### src/rtl/dma_chan_regs.sv
module dma_chan_regs #(
  parameter int ADDR_W = 7,
  parameter int DW     = 32
) (
  input  logic              clk,
  input  logic              rst_n,
  input  logic              bus_wr,
  input  logic [ADDR_W-1:0] bus_addr,
  input  logic [DW-1:0]     bus_wdata,
  output logic [DW-1:0]     bus_rdata,
  input  logic              seq_kill,
  input  logic              seq_stop,
  input  logic              irq_ack,
  output logic [DW/2-1:0]   status_o,
  output logic [DW-1:0]     cmd_ptr_o,
  output logic [DW-1:0]     int_sel_o,
  output logic [DW-1:0]     br_sel_o,
  output logic [DW-1:0]     wait_sel_o,
  output logic              start_o,
  output logic              flush_o,
  output logic              fetch_o,
  output logic              irq_o
);
  localparam int SW      = DW / 2;
  localparam int WIN_LSB = 6;
  localparam int B_RUN = 15, B_PAUSE = 14, B_FLUSH = 13, B_WAKE = 12, B_DEAD = 11, B_ACT = 10;
  localparam logic [SW-1:0] WMASK = 16'hF0FF;
  localparam logic [3:0] IDX_CTL = 4'd0, IDX_STAT = 4'd1, IDX_PTR = 4'd3,
                         IDX_ISEL = 4'd4, IDX_BSEL = 4'd5, IDX_WSEL = 4'd6;

  logic [SW-1:0] st_q, st_merge, st_nxt;
  logic [DW-1:0] ptr_q, isel_q, bsel_q, wsel_q;
  logic irq_q, start_q, flush_q, fetch_q;

  wire       hit    = (bus_addr[1:0] == 2'b00) && (bus_addr[ADDR_W-1:WIN_LSB] == '0);
  wire [3:0] widx   = bus_addr[WIN_LSB-1:2];
  wire       wr_hit = bus_wr && hit;
  wire       ctl_wr = wr_hit && (widx == IDX_CTL);
  wire       ptr_wr = wr_hit && (widx == IDX_PTR) && !st_q[B_RUN] && !st_q[B_ACT];
  wire [SW-1:0] wmask = bus_wdata[DW-1:SW] & WMASK;

  always_comb begin
    st_merge = (bus_wdata[SW-1:0] & wmask) | (st_q & ~wmask);
    if (st_merge[B_WAKE]) st_merge[B_ACT] = 1'b1;
    if (st_merge[B_RUN]) begin
      st_merge[B_ACT]  = 1'b1;
      st_merge[B_DEAD] = 1'b0;
    end
    if (st_merge[B_PAUSE]) st_merge[B_ACT] = 1'b0;
    if (st_q[B_RUN] && !st_merge[B_RUN]) begin
      st_merge[B_ACT]  = 1'b0;
      st_merge[B_DEAD] = 1'b0;
    end
    st_nxt = ctl_wr ? st_merge : st_q;
    if (seq_stop) begin
      st_nxt[B_ACT]   = 1'b0;
      st_nxt[B_DEAD]  = 1'b0;
      st_nxt[B_FLUSH] = 1'b0;
    end
    if (seq_kill) begin
      st_nxt[B_DEAD] = 1'b1;
      st_nxt[B_ACT]  = 1'b0;
    end
  end

  always_ff @(posedge clk) begin
    if (!rst_n) begin
      st_q    <= '0;
      ptr_q   <= '0;
      isel_q  <= '0;
      bsel_q  <= '0;
      wsel_q  <= '0;
      irq_q   <= 1'b0;
      start_q <= 1'b0;
      flush_q <= 1'b0;
      fetch_q <= 1'b0;
    end else begin
      st_q    <= st_nxt;
      start_q <= ctl_wr && st_nxt[B_ACT];
      flush_q <= ctl_wr && st_nxt[B_FLUSH];
      fetch_q <= ptr_wr;
      if (ptr_wr) ptr_q <= {bus_wdata[DW-1:4], 4'b0000};
      if (wr_hit && widx == IDX_ISEL) isel_q <= bus_wdata;
      if (wr_hit && widx == IDX_BSEL) bsel_q <= bus_wdata;
      if (wr_hit && widx == IDX_WSEL) wsel_q <= bus_wdata;
      if (seq_kill)     irq_q <= 1'b1;
      else if (irq_ack) irq_q <= 1'b0;
    end
  end

  always_comb begin
    bus_rdata = '0;
    if (hit) begin
      case (widx)
        IDX_STAT: bus_rdata = DW'(st_q);
        IDX_PTR:  bus_rdata = ptr_q;
        IDX_ISEL: bus_rdata = isel_q;
        IDX_BSEL: bus_rdata = bsel_q;
        IDX_WSEL: bus_rdata = wsel_q;
        default:  bus_rdata = '0;
      endcase
    end
  end

  assign status_o   = st_q;
  assign cmd_ptr_o  = ptr_q;
  assign int_sel_o  = isel_q;
  assign br_sel_o   = bsel_q;
  assign wait_sel_o = wsel_q;
  assign start_o    = start_q;
  assign flush_o    = flush_q;
  assign fetch_o    = fetch_q;
  assign irq_o      = irq_q;
endmodule

### config.mk
export PLATFORM = sky130hd
export DESIGN_NAME = dma_chan_regs
export DESIGN_NICKNAME = d
export VERILOG_FILES = /design/src/rtl/dma_chan_regs.sv
export SDC_FILE = /design/constraint.sdc
export NUM_CORES = 1
export LEC_CHECK = 0
export ABC_AREA = 1
export BUFFER_PORTS_ARGS = -buffer_cell sky130_fd_sc_hd__buf_2
export CORE_ASPECT_RATIO = 0.9
export CORE_MARGIN = 2
export CORE_UTILIZATION = 30
export DETAILED_ROUTE_END_ITERATION = 16
export SLEW_MARGIN = 20
export SYNTH_ARGS = -nofsm -noshare
export SYNTH_HDL_FRONTEND = slang
export SYNTH_SLANG_ARGS = --single-unit
### constraint.sdc
create_clock -name clk -period 1.1 [get_ports clk]
set_clock_uncertainty 0.05 [all_clocks]
set_input_delay 0.165 -clock clk [delete_from_list [all_inputs] [get_ports clk]]
set_output_delay 0.165 -clock clk [all_outputs]
set_load 0.1 [all_outputs]
==> flow_summary_export.csv <==
group,metric,value,unit
status,status,"finished with violations",
status,violations,"setup timing",
placed_design,hpwl,19800,um
die,rows,49,
final_layout,finish.utilization,77.2,%
worst_setup_path,required,0.88,ns
sta,finalHoldViolCount,0,
worst_setup_path,start_kind,"primary input",
final_layout,n_antenna_cell,0,
sta,setup_viol,210,
sta,fin_crit,1.61,ns
synthesis,synthTopCellsByArea,"dfxtp_1, nor2_1, o21ai_0",
detailed_routing,top_layer,"met4",
final_layout,area_delta_synth_final,152,%
synthesis,synth-main-ff-cell,"dfxtp_1",
placed_design,io_buffers,218,
clock_tree,cts.clk_slew.worst_paths,0.06,ns
grt,antenna_found_initial,0,
flow_run,drv_cap,0,
final_layout,drive_gt1_share,65.0,%
synthesis,avgSynthCellArea,6.79,sq um
die,start_util,30.7,%
detailed_routing,drt_iter0_markers,427,
sta,max_freq,0.620,GHz
sta,rsz0062_at_grt,"true",
clock_tree,numCtsBuffers,17,
synthesis,yosysMostFrequentCell,"nor2_1",
clock_tree,cts-root-buf,"clkbuf_16",
sta,setup_ws,-0.512,ns
clock_tree,numClockSinks,142,
power_and_ir_drop,pwr-share-seq,39.8,%
worst_setup_path,crit_type,"primary input to output port",
worst_setup_path,slowest_stage,"nor2_4",
synthesis,postSynthCellCount,906,
worst_hold_path,hold_class,"primary input to register",
synthesis,synth-edff-count,0,
power_and_ir_drop,p_per_area,790,mW/mm^2
detailed_routing,wl_met1,13500,um
detailed_routing,drt-pass1-iter-count,5,
synthesis,synth.distinct_cells,24,
synthesis,synthTopCellsByCount,"nor2_1, nand2_1, dfxtp_1",
placed_design,pre_cts_slack,-0.527,ns
synthesis,synth_seq_cells,142,
die,ios,225,
detailed_routing,drc,0,
detailed_routing,route.met2.wl,16200,um
final_layout,nets,1400,
worst_setup_path,crit_path_max_incr_delay,0.19,ns
power_and_ir_drop,p_leak,6.73,nW
grt,track_usage,29.0,%
synthesis,yosysSeqAreaShare,46.2,%
die,fp.dieW,155,um
grt,grt_start_max_net_pins,73,
worst_setup_path,worst_ep_arrival_time,1.40,ns
detailed_routing,vias,8299,
die,core-area,0.0200,sq mm
synthesis,synth_top_cell_area_share,46.2,%
die,dieArea,0.0217,sq mm
grt,grt_pass1_vias,8498,
power_and_ir_drop,switching_share,26.9,%
grt,grt_pass1_wl,47900,um
placed_design,gp_congestion,0.846,
synthesis,async_reset_ff_share,0,%
sta,slew_viol_final,0,
final_layout,fin_cells,1623,
die,die_h,140,um
worst_setup_path,cp_top_family,"buffers and inverters",
worst_setup_path,crit_path_end_kind,"output port",
placed_design,dp.cells,1507,
detailed_routing,routed-wl-met3,2170,um
clock_tree,cts_tree,"done",
clock_tree,clock_latency,0.42,ns
detailed_routing,vias_per_cell,5.11,
grt,globalRoute.totalOverflow,0,
power_and_ir_drop,p_int,0.00893,W
detailed_routing,wl_per_cell,20.5,um
power_and_ir_drop,vdd_drop_max,0.870,mV
detailed_routing,ant_nets,0,
power_and_ir_drop,power_switching,0.00329,W
sta,timing.hold.ws,0.000958,ns
synthesis,yosysWarnings,0,
sta,post-route-period-util,147,%
detailed_routing,finalWirelength,33300,um
worst_setup_path,crit_chain,"buf_12 -> inv_16 -> nand2_4 -> nor2_4 -> buf_6 -> buf_16 -> nand2_2 -> nand3_2 -> a21oi_2 -> nor2_4 -> buf_12",
power_and_ir_drop,combPwrFrac,11.6,%
worst_setup_path,path_buf_inv,5,
worst_setup_path,path_max_fanout,5,
clock_tree,cts_max_level,4,
synthesis,synthesis.area,0.00615,sq mm
clock_tree,clock_path_buffers,2,
power_and_ir_drop,clkPwrFrac,48.6,%
synthesis,post-synth-top-area-cell,"dfxtp_1",
==> placed cells by master (no fill, tap or decap), types with 19 or more instances in the layout <==
cell type	count
buf_12	200
buf_2	39
buf_4	70
buf_6	137
clkbuf_16	20
dfxtp_4	138
dlygate4sd3_1	19
nand2_1	93
nand2_2	47
nand2_4	22
nand3_2	21
nor2_1	219
nor2_2	22
nor2_4	51
o21ai_0	83
o21ai_2	30
==> worst paths after layout <==
kind         slack (ns)          start  depth (start not counted)             to
max               -0.51    bus_addr[5]                         11  bus_rdata[28]
min               0.001  bus_wdata[26]                          3   br_sel_o[26]
max reg2reg       -0.33   status_o[15]                          7  cmd_ptr_o[17]
min reg2reg        0.44          irq_o                          2          irq_o
==> power groups by stage <==
stage | clock network, W | registers, W | logic [W]
finish | 0.00594 | 0.00487 | 0.00142
global route | 0.00622 | 0.00487 | 0.00147
CTS | 0.00597 | 0.00487 | 0.00130
detailed placement | 0 | 0.00500 | 0.00111
global placement | 0 | 0.00500 | 0.00110
floorplan | 0 | 0.00518 | 0.000435
==> area by class of cell <==
type | instances | area (sq um)
Clock inverter | 14 | 171
Sequential cell | 142 | 3370
Multi-Input combinational cell | 678 | 4100
Fill cell | 1162 | 4580
Inverter | 32 | 189
Timing Repair Buffer | 484 | 6900
Tap cell | 255 | 319
Clock buffer | 18 | 429
==> flip-flops by register name, summed over array words and instances, names as in the netlist, named ones only <==
register	cells
br_sel_o	32
int_sel_o	32
wait_sel_o	32
cmd_ptr_o	28
status_o	6
fetch_o	1
flush_o	1
irq_o	1
start_o	1
==> kinds of logic after synthesis <==
family	share of synthesized area, %
buffers and inverters	7.08
and+or+nand+nor	32.1
DFF	46.2
other	0.0610
AOI/OAI and AO/OA	14.6
==> per-layer routing <==
layer | GRT usage, % | up-vias
li1 | - | 3813
met1 | 36.6 | 4002
met2 | 47.4 | 392
met3 | 6.10 | 92
met4 | 13.7 | 0
met5 | 0 | -
==> per-stage QoR <==
stage	total power, W	TNS, ns	cell area (sq um)
floorplan	0.00561	-22.99	7290
global placement	0.00610	-64.90	12500
detailed placement	0.00611	-70.83	12500
CTS	0.0121	-42.75	14900
global route	0.0126	-49.95	15500
finish	0.0122	-42.98	15500
==> repair_timing <==
item / CTS / global route
hold buffers: 19 / 0
endpoints found under the hold margin: 38 / 0
pin swaps: 77 / 62
resized for setup: 305 / 176
setup endpoints to repair: 210 / 253
gates cloned: 13 / 3
buffers inserted: 23 / 93
==> worst register-to-register path: stages, from the launching register on <==
cell and delay [ns]:
dfxtp_4 0.37, inv_4 0.06, nand2_1 0.05, nand3b_4 0.26, buf_12 0.20, buf_16 0.13
o21ai_2 0.13, nor2_1 0.07
Power figures use the tool's default switching activity.
